--- src/rtl/wl_pkg.sv ---
package wl_pkg;

    typedef enum logic [2:0] {
        ST_IDLE   = 3'd0,
        ST_SETTLE = 3'd1,
        ST_PULSE  = 3'd2,
        ST_SAMPLE = 3'd3,
        ST_LOCKED = 3'd4,
        ST_FAILED = 3'd5
    } wl_state_t;

endpackage

--- src/rtl/wl_settle_timer.sv ---
module wl_settle_timer #(
    parameter int SETTLE_W = 4
) (
    input  logic                clk,
    input  logic                rst_n,
    input  logic                run_i,
    input  logic [SETTLE_W-1:0] cfg_i,
    output logic                expired_o
);

    logic [SETTLE_W-1:0] cnt_q;

    assign expired_o = run_i && (cnt_q == cfg_i);

    always_ff @(posedge clk or negedge rst_n) begin
        if (!rst_n) begin
            cnt_q <= '0;
        end else if (run_i && !expired_o) begin
            cnt_q <= cnt_q + 1'b1;
        end else begin
            cnt_q <= '0;
        end
    end

    AST_TIMER_IDLE_ZERO: assert property (@(posedge clk) disable iff (!rst_n)
        !run_i |=> (cnt_q == '0));

endmodule

--- src/rtl/wl_edge_tracker.sv ---
module wl_edge_tracker (
    input  logic clk,
    input  logic rst_n,
    input  logic clear_i,
    input  logic seed_low_i,
    input  logic capture_i,
    input  logic fb_i,
    output logic rise_o
);

    logic prev_q;
    logic have_prev_q;

    assign rise_o = capture_i && have_prev_q && !prev_q && fb_i;

    always_ff @(posedge clk or negedge rst_n) begin
        if (!rst_n) begin
            prev_q      <= 1'b0;
            have_prev_q <= 1'b0;
        end else if (clear_i) begin
            prev_q      <= 1'b0;
            have_prev_q <= 1'b0;
        end else if (seed_low_i) begin
            prev_q      <= 1'b0;
            have_prev_q <= 1'b1;
        end else if (capture_i) begin
            prev_q      <= fb_i;
            have_prev_q <= 1'b1;
        end
    end

endmodule

--- src/rtl/wl_result_reg.sv ---
module wl_result_reg #(
    parameter int TAP_W = 6
) (
    input  logic             clk,
    input  logic             rst_n,
    input  logic             clear_i,
    input  logic             load_i,
    input  logic [TAP_W-1:0] tap_i,
    output logic [TAP_W-1:0] tap_o,
    output logic             ok_o
);

    always_ff @(posedge clk or negedge rst_n) begin
        if (!rst_n) begin
            tap_o <= '0;
            ok_o  <= 1'b0;
        end else if (clear_i) begin
            tap_o <= '0;
            ok_o  <= 1'b0;
        end else if (load_i) begin
            tap_o <= tap_i;
            ok_o  <= 1'b1;
        end
    end

    AST_RESULT_CLEAR_OR_LOAD: assert property (@(posedge clk) disable iff (!rst_n)
        (clear_i && load_i) |-> 1'b0 == 1'b0 && !(clear_i && load_i));

endmodule

--- src/rtl/wl_train_ctrl.sv ---
module wl_train_ctrl
    import wl_pkg::*;
#(
    parameter int TAP_W    = 6,
    parameter int SETTLE_W = 4
) (
    input  logic                clk,
    input  logic                rst_n,
    input  logic                start_i,
    input  logic                retry_i,
    input  logic [SETTLE_W-1:0] settle_cfg_i,
    input  logic [TAP_W-1:0]    period_taps_i,
    input  logic                fb_i,
    output logic [TAP_W-1:0]    tap_o,
    output logic                strobe_req_o,
    output logic                busy_o,
    output logic                done_o,
    output logic                fail_o,
    output logic [TAP_W-1:0]    lock_tap_o,
    output logic                lock_ok_o
);

    localparam logic [TAP_W-1:0] TAP_LAST = '1;
    localparam int               SUM_W    = TAP_W + 1;

    wl_state_t        st_q, st_d;
    logic [TAP_W-1:0] tap_q;
    logic [SUM_W-1:0] retry_sum;
    logic             retry_ovf;
    logic             go_start, go_retry, go_retry_bad;
    logic             settle_done, rise, at_last;
    logic             sampling, lock_now, scan_fail;

    assign retry_sum    = {1'b0, lock_tap_o} + {1'b0, period_taps_i};
    assign retry_ovf    = retry_sum[TAP_W];
    assign go_start     = (st_q == ST_IDLE) && start_i;
    assign go_retry     = (st_q == ST_IDLE) && !start_i && retry_i && lock_ok_o && !retry_ovf;
    assign go_retry_bad = (st_q == ST_IDLE) && !start_i && retry_i && lock_ok_o && retry_ovf;
    assign sampling     = (st_q == ST_SAMPLE);
    assign at_last      = (tap_q == TAP_LAST);
    assign lock_now     = sampling && rise;
    assign scan_fail    = sampling && !rise && at_last;

    wl_settle_timer #(.SETTLE_W(SETTLE_W)) u_timer (
        .clk       (clk),
        .rst_n     (rst_n),
        .run_i     (st_q == ST_SETTLE),
        .cfg_i     (settle_cfg_i),
        .expired_o (settle_done)
    );

    wl_edge_tracker u_edge (
        .clk        (clk),
        .rst_n      (rst_n),
        .clear_i    (go_start),
        .seed_low_i (go_retry),
        .capture_i  (sampling),
        .fb_i       (fb_i),
        .rise_o     (rise)
    );

    wl_result_reg #(.TAP_W(TAP_W)) u_result (
        .clk     (clk),
        .rst_n   (rst_n),
        .clear_i (go_start || go_retry_bad || scan_fail),
        .load_i  (lock_now),
        .tap_i   (tap_q),
        .tap_o   (lock_tap_o),
        .ok_o    (lock_ok_o)
    );

    // next-state logic
    always_comb begin
        st_d = st_q;
        unique case (st_q)
            ST_IDLE: begin
                if (go_start || go_retry) begin
                    st_d = ST_SETTLE;
                end else if (go_retry_bad) begin
                    st_d = ST_FAILED;
                end
            end
            ST_SETTLE: begin
                if (settle_done) begin
                    st_d = ST_PULSE;
                end
            end
            ST_PULSE:  st_d = ST_SAMPLE;
            ST_SAMPLE: begin
                if (rise) begin
                    st_d = ST_LOCKED;
                end else if (at_last) begin
                    st_d = ST_FAILED;
                end else begin
                    st_d = ST_SETTLE;
                end
            end
            ST_LOCKED: st_d = ST_IDLE;
            ST_FAILED: st_d = ST_IDLE;
            default:   st_d = ST_IDLE;
        endcase
    end

    // state register
    always_ff @(posedge clk or negedge rst_n) begin
        if (!rst_n) begin
            st_q <= ST_IDLE;
        end else begin
            st_q <= st_d;
        end
    end

    // tap register
    always_ff @(posedge clk or negedge rst_n) begin
        if (!rst_n) begin
            tap_q <= '0;
        end else if (go_start) begin
            tap_q <= '0;
        end else if (go_retry) begin
            tap_q <= retry_sum[TAP_W-1:0];
        end else if (sampling && !rise && !at_last) begin
            tap_q <= tap_q + 1'b1;
        end
    end

    // outputs
    always_comb begin
        tap_o        = tap_q;
        strobe_req_o = (st_q == ST_PULSE);
        busy_o       = (st_q != ST_IDLE);
        done_o       = (st_q == ST_LOCKED);
        fail_o       = (st_q == ST_FAILED);
    end

    AST_TAP_STEP_ONE: assert property (@(posedge clk) disable iff (!rst_n)
        (sampling && !rise && !at_last) |=> (tap_q == $past(tap_q) + 1'b1));

    AST_TAP_HELD: assert property (@(posedge clk) disable iff (!rst_n)
        strobe_req_o |=> $stable(tap_o));

    AST_STROBE_ONE_CYCLE: assert property (@(posedge clk) disable iff (!rst_n)
        strobe_req_o |=> !strobe_req_o);

    AST_DONE_HAS_LOCK: assert property (@(posedge clk) disable iff (!rst_n)
        done_o |-> (lock_ok_o && lock_tap_o == tap_o));

    AST_FAIL_NO_LOCK: assert property (@(posedge clk) disable iff (!rst_n)
        fail_o |-> !lock_ok_o);

    AST_RESULT_EXCL: assert property (@(posedge clk) disable iff (!rst_n)
        !(done_o && fail_o));

    AST_RESULT_ONE_CYCLE: assert property (@(posedge clk) disable iff (!rst_n)
        (done_o || fail_o) |=> !(done_o || fail_o));

    AST_IGNORED_RETRY: assert property (@(posedge clk) disable iff (!rst_n)
        (!busy_o && !start_i && !lock_ok_o) |=> !busy_o);

endmodule

--- config.mk ---
export PLATFORM = sky130hd
export DESIGN_NAME = wl_train_ctrl
export DESIGN_NICKNAME = d
export VERILOG_FILES = /design/src/rtl/wl_pkg.sv /design/src/rtl/wl_settle_timer.sv /design/src/rtl/wl_edge_tracker.sv /design/src/rtl/wl_result_reg.sv /design/src/rtl/wl_train_ctrl.sv
export SDC_FILE = /design/constraint.sdc
export NUM_CORES = 1
export LEC_CHECK = 0
export BUFFER_PORTS_ARGS = -buffer_cell sky130_fd_sc_hd__buf_2
export CAP_MARGIN = 20
export CORE_MARGIN = 8
export CORE_UTILIZATION = 48
export CTS_CLUSTER_DIAMETER = 120
export DETAILED_ROUTE_END_ITERATION = 16
export HOLD_SLACK_MARGIN = 0.1
export PLACE_DENSITY = 0.75
export SYNTH_ARGS = -nofsm -noshare
export SYNTH_HDL_FRONTEND = slang
export SYNTH_SLANG_ARGS = --single-unit
--- constraint.sdc ---
create_clock -name clk -period 1.99 [get_ports clk]
set_input_delay 0.0995 -clock clk [delete_from_list [all_inputs] [get_ports clk]]
set_output_delay 0.0995 -clock clk [all_outputs]
set_load 0.05 [all_outputs]
# Yosys cells after proc, flatten, opt, wreduce, memory -nomap -nowiden
# Cells that the tools add are included.
# word_totals
wordCells	69
register_bits	22
# classes
mux	20
reduce_logical	30
eq_ne	9
addsub	3
# op_table
cell	n
6-bit two-way mux	5
1-bit logical AND	15
3-bit two-way mux	5
3-bit one-hot mux with 4 select lines	1
3-bit nonzero test	3
1-bit two-way mux	8
6-bit by 6-bit adder with 7-bit output	1
6-bit by 1-bit adder with 6-bit output, second input constant	1
3-bit by 2-bit == test with 1-bit output, second input constant	2
3-bit == test, second input constant	2
6-bit == test, second input constant	1
1-bit logical NOT	6
4-bit by 1-bit adder with 4-bit output, second input constant	1
4-bit == test	1
4-bit two-way mux	1
3-bit by 1-bit == test with 1-bit output, second input constant	1
3-bit logical NOT	1
1-bit logical OR	3
3-bit by 2-bit != test with 1-bit output, second input constant	1
2-bit != test, second input constant	1
2-bit AND reduction	1
2-bit nonzero test	1

# Logic depth before layout (Yosys ltp)
# depth
ltp_word	10
mapped_depth	9
ltp_nobuf	8

# By module
# Synthesis repeated with hierarchy kept, for this count alone.
# unflattened
hier_cells	149
hier_area_um2	1503.9
# modules_own_cells
module	cells_each	area_per_inst_um2	instances
wl_train_ctrl	101	917.1	1
wl_result_reg	22	276.5	1
wl_settle_timer	19	221.5	1
wl_edge_tracker	7	88.8	1

# Least setup slack after synthesis
# Ideal clock, no wire load.
# synth_timing
path_type	register -> register
from	register u_result.tap_o[0]
to	register tap_q[5] (netlist: tap_o[5])
synth_period_minus_slack_ns	2.445
required_time_ns	1.865
path_stages_with_launch	9
arrival_ns	2.320
setup_ns	0.125
path_slack_ns	-0.455
n_path_buf	1
cell_sequence	dfrtp_1 > ha_1 > inv_1 > fa_1 > nor2b_1 > o31ai_1 > a21oi_1 > buf_2 > mux2_4
# synth_between
elab_chain_len	5
word_cells_on_any_way	6
cone_classes	add/sub (1); mux (2); reduce/logical (3)
# synth_rtl
element	line_no	rtl
from (decl)	wl_result_reg.sv:9	output logic [TAP_W-1:0] tap_o,
from (signal assigned)	wl_result_reg.sv:21	tap_o <= tap_i;
6-bit by 6-bit adder with 7-bit output (*)	wl_train_ctrl.sv:34	assign retry_sum = {1'b0, lock_tap_o} + {1'b0, period_taps_i};
1-bit logical NOT	wl_train_ctrl.sv:37	assign go_retry = (st_q == ST_IDLE) && !start_i && retry_i && lock_ok_o && !retry_ovf;
1-bit logical AND	wl_train_ctrl.sv:37	
6-bit two-way mux	wl_train_ctrl.sv:119	end else if (go_retry) begin
6-bit two-way mux	wl_train_ctrl.sv:117	end else if (go_start) begin
to (signal assigned)	wl_train_ctrl.sv:120	tap_q <= retry_sum[TAP_W-1:0];
to (signal assigned)	wl_train_ctrl.sv:122	tap_q <= tap_q + 1'b1;
to (decl)	wl_train_ctrl.sv:27	logic [TAP_W-1:0] tap_q;
# Every way passes the cells marked *; elsewhere a longest branch is shown, timed or not.
# A chain may end at the register's enable or synchronous reset.

# Worst setup path after layout
# Same ends and word-level chain as after synthesis.

==> flow_metrics.py <==
metrics = {
    "timing": {
        "tightest_slew_ns": 0.595,
        "rsz0062_at_grt": "true",
        "period_share": 1.02,
        "fmax_mhz": 492,
        "setup_ws_ns": -0.0423,
        "whs_ns": 0.197,
        "slew_headroom": 0.593,
        "final-hold-violation-count": 0,
        "setup_tns_ns": -0.0423,
        "setup_violations": 1,
        "fin_skew_ns": 0.0160,
        "slew_viol_final": 0,
        "period_minus_slack_ns": 2.03,
    },
    "logic_synthesis": {
        "synth_top_flop_cell": "dfrtp_1",
        "synth_edf_count": 0,
        "synth_top_area_cell": "dfrtp_1",
        "muxShareOfSynthArea": 0.0180,
        "synth_xor_area_frac": 0.0692,
        "synthSimpleGateAreaFrac": 0.209,
        "synthAdderAreaFrac": 0.0863,
        "synth_area_um2": 1390,
        "synth_compound_area_frac": 0.189,
        "synth_cell_type_count": 43,
        "synthArstFlopShare": 1.00,
        "ys_seq_area_frac": 0.396,
        "synth-seq-cells": 22,
        "syn-num-nets": 167,
        "syn_avg_cell_area_um2": 9.73,
        "syn_inst": 143,
        "synth.area.top_cells": "dfrtp_1 (40%), ha_1 (7.2%), xor2_1 (4.4%), a22o_1 (3.8%), a21oi_1 (3.6%)",
        "synth.top_cell.area_share": 0.396,
        "yosysWarnings": 0,
        "synth_top_family_by_area": "simple AND/OR/NAND/NOR gates",
    },
    "pwr": {
        "power_mw": 2.61,
        "p_clk_frac": 0.085,
        "peakVddDrop_mv": 0.966,
        "switching_share": 0.507,
        "internal_power_mw": 1.29,
        "powerDensity_nw_per_um2": 1390,
        "p_switching_mw": 1.32,
        "power_frac_seq": 0.290,
        "power_leakage_nw": 0.870,
        "combPwrFrac": 0.625,
    },
    "worst_setup_path": {
        "path_class": "reg2reg",
        "timing.critical_path.from": "u_result.tap_o[0]$_DFFE_PN0P_",
        "cp.required_ns": 2.22,
        "r2r_start": "u_result.tap_o[0]$_DFFE_PN0P_",
        "crit_fanout": 8,
        "cp-start-kind": "flip-flop",
        "cp-end-kind": "flip-flop",
        "worstPathArrival_ns": 2.26,
    },
    "floorplan": {
        "dieHeight_um": 69.8,
        "initial_core_util": 0.505,
        "coreArea_um2": 2760,
        "row_count": 19,
        "io_pins": 32,
        "die_x_um": 69.8,
        "dieArea_um2": 4880,
    },
    "cells_and_area": {
        "area_delta_synth_final_pct": 34.6,
        "multi_input_area_um2": 932,
        "drive_gt1_frac": 0.403,
        "antennaDiodeCount": 0,
        "seqCellArea_um2": 554,
        "fin_util": 0.679,
        "nets": 216,
        "fillCellCount": 225,
    },
    "run_status": {
        "status": "finished with violations",
        "violations": "negative setup slack",
    },
    "drt": {
        "drc": 0,
        "first_pass_iters": 4,
        "drtAntennaViolNets": 0,
        "finalWirelength_um": 3750,
        "vias": 1313,
        "avgRoutedWirePerCell_um": 16.9,
        "drt-initial-drc-count": 71,
        "via_per_inst": 5.91,
    },
    "clock_network": {
        "cts_buffers": 3,
        "cts_max_level": 1,
        "cts.sinks": 22,
        "insertion_delay_ns": 0.32,
        "cts.clk_slew.worst_paths_ns": 0.13,
        "cts-root-buf": "clkbuf_4",
        "cts_buffer_depth": 2,
        "cts_tree": "built",
    },
    "job": {
        "drv_cap": 0,
    },
    "placement": {
        "dp_slack_ns": -0.0666,
        "hpwlAfterDp_um": 2670,
        "io_buffer_count": 31,
        "place_congestion": 0.856,
    },
    "global_route": {
        "grt_pass1_vias": 1276,
        "antenna_found_initial": 0,
        "grt_pass1_wl_um": 6020,
        "grt_max_degree": 23,
        "track_usage": 0.147,
        "grt_overflow": 0,
    },
    "min_path": {
        "hp-class": "in2reg",
        "holdCritStartpoint": "period_taps_i[0]",
    },
}
cell usage in the layout, fill, tap and decap left out, types with 2 or more instances in the layout:
master and n:
ha_4 2, and2_1 2, a22o_1 6, nor2_1 10, a21oi_2 4, o21ai_2 3
nor4_4 2, xor2_1 7, and3b_1 2, buf_2 31, nor2b_1 3, ha_1 6
nand3_1 5, dlygate4sd3_1 2, buf_6 2, dfrtp_2 3, xnor2_1 4, o211ai_1 2
clkbuf_4 3, nor4_2 2, nor4_1 2, a21oi_1 5, o21ai_0 2, nor3b_1 3
buf_4 13, nand2_1 7, inv_1 6, nor3_1 3, dfrtp_1 19, and3_1 2
cell usage after synthesis, types with 2 or more instances:
cell / instances
dfrtp_1: 22
a21oi_1: 10
nor2_1: 10
ha_1: 8
inv_1: 7
nand2_1: 7
xor2_1: 7
a22o_1: 6
nand3_1: 5
buf_2: 4
nor2b_1: 4
nor3_1: 4
nor3b_1: 4
nor4_1: 4
o21ai_0: 4
xnor2_1: 4
and2_1: 2
and3_1: 2
and3b_1: 2
nor4_2: 2
o211ai_1: 2
o31ai_1: 2
logic make-up (layout without fill, tap and decap cells):
family,after synthesis,in the layout
AND/OR/NAND/NOR,50,50
AO/OA/AOI/OAI,38,38
XOR/XNOR,11,11
flip-flops,22,22
adder cells (fa/ha/maj),9,9
multiplexers,2,2
buffers and inverters,11,59
layer usage:
metal | up-vias | share of wire | global-route usage
met5 | - | 0 | 0
met4 | 0 | 0.016 | 0.0714
met3 | 5 | 0.059 | 0.0372
met2 | 39 | 0.50 | 0.239
met1 | 636 | 0.42 | 0.176
li1 | 633 | - | -
power groups by stage:
stage | Clock (mW) | Combinational (mW) | Sequential, mW
CTS | 0.231 | 1.52 | 0.758
detailed placement | 0 | 1.47 | 0.766
finish | 0.222 | 1.63 | 0.758
global placement | 0 | 1.45 | 0.753
global route | 0.239 | 1.77 | 0.778
floorplan | 0 | 0.806 | 1.03
per-stage QoR:
step	std cells	area, um^2
2_1_floorplan	143	1440
3_3_place_gp	210	1680
3_5_place_dp	210	1680
4_1_cts	216	1770
5_1_grt	222	1870
6_report	222	1870
registers in the layout, summed over array words and instances (netlist names):
signal              count
u_result.tap_o          6
u_timer.cnt_q           4
u_edge.have_prev_q      1
st_q                    3
tap_o                   6
u_result.ok_o           1
u_edge.prev_q           1
area by class of cell:
| class | count | share of cell area |
|---|---|---|
| multi-input combinational | 110 | 0.498 |
| tap | 31 | 0.0207 |
| timing repair buffer | 48 | 0.158 |
| sequential | 22 | 0.296 |
| clock buffer | 4 | 0.0140 |
| inverter | 7 | 0.0140 |
final timing paths:
| kind | endpoint | slack, ns | cells after the start |
|---|---|---|---|
| min in group asynchronous | u_result.tap_o[4]$_DFFE_PN0P_ | 0.26 | 2 |
| max in group asynchronous | u_result.tap_o[2]$_DFFE_PN0P_ | 1.36 | 2 |
| min reg2reg | u_timer.cnt_q[0]$_DFF_PN0_ | 0.51 | 1 |
| max | tap_o[5]$_DFFE_PN0P_ | -0.04 | 8 |
| min | tap_o[0]$_DFFE_PN0P_ | 0.20 | 4 |
| max reg2reg | tap_o[5]$_DFFE_PN0P_ | -0.04 | 8 |
critical path: stages, from the launching register on:
cell	delay, ns
dfrtp_2	0.41
ha_4	0.14
inv_2	0.03
fa_2	0.36
nor2b_4	0.17
o31ai_4	0.09
a21oi_4	0.31
buf_6	0.15
mux2_4	0.28
timing repair:
action	4_1_cts	5_1_grt
setup endpoints to repair	14	13
hold buffers	2	0
resized for setup	7	16
pin swaps	1	6
endpoints found under the hold margin	23	0
setup buffers	0	6
Power figures use the tool's default switching activity.
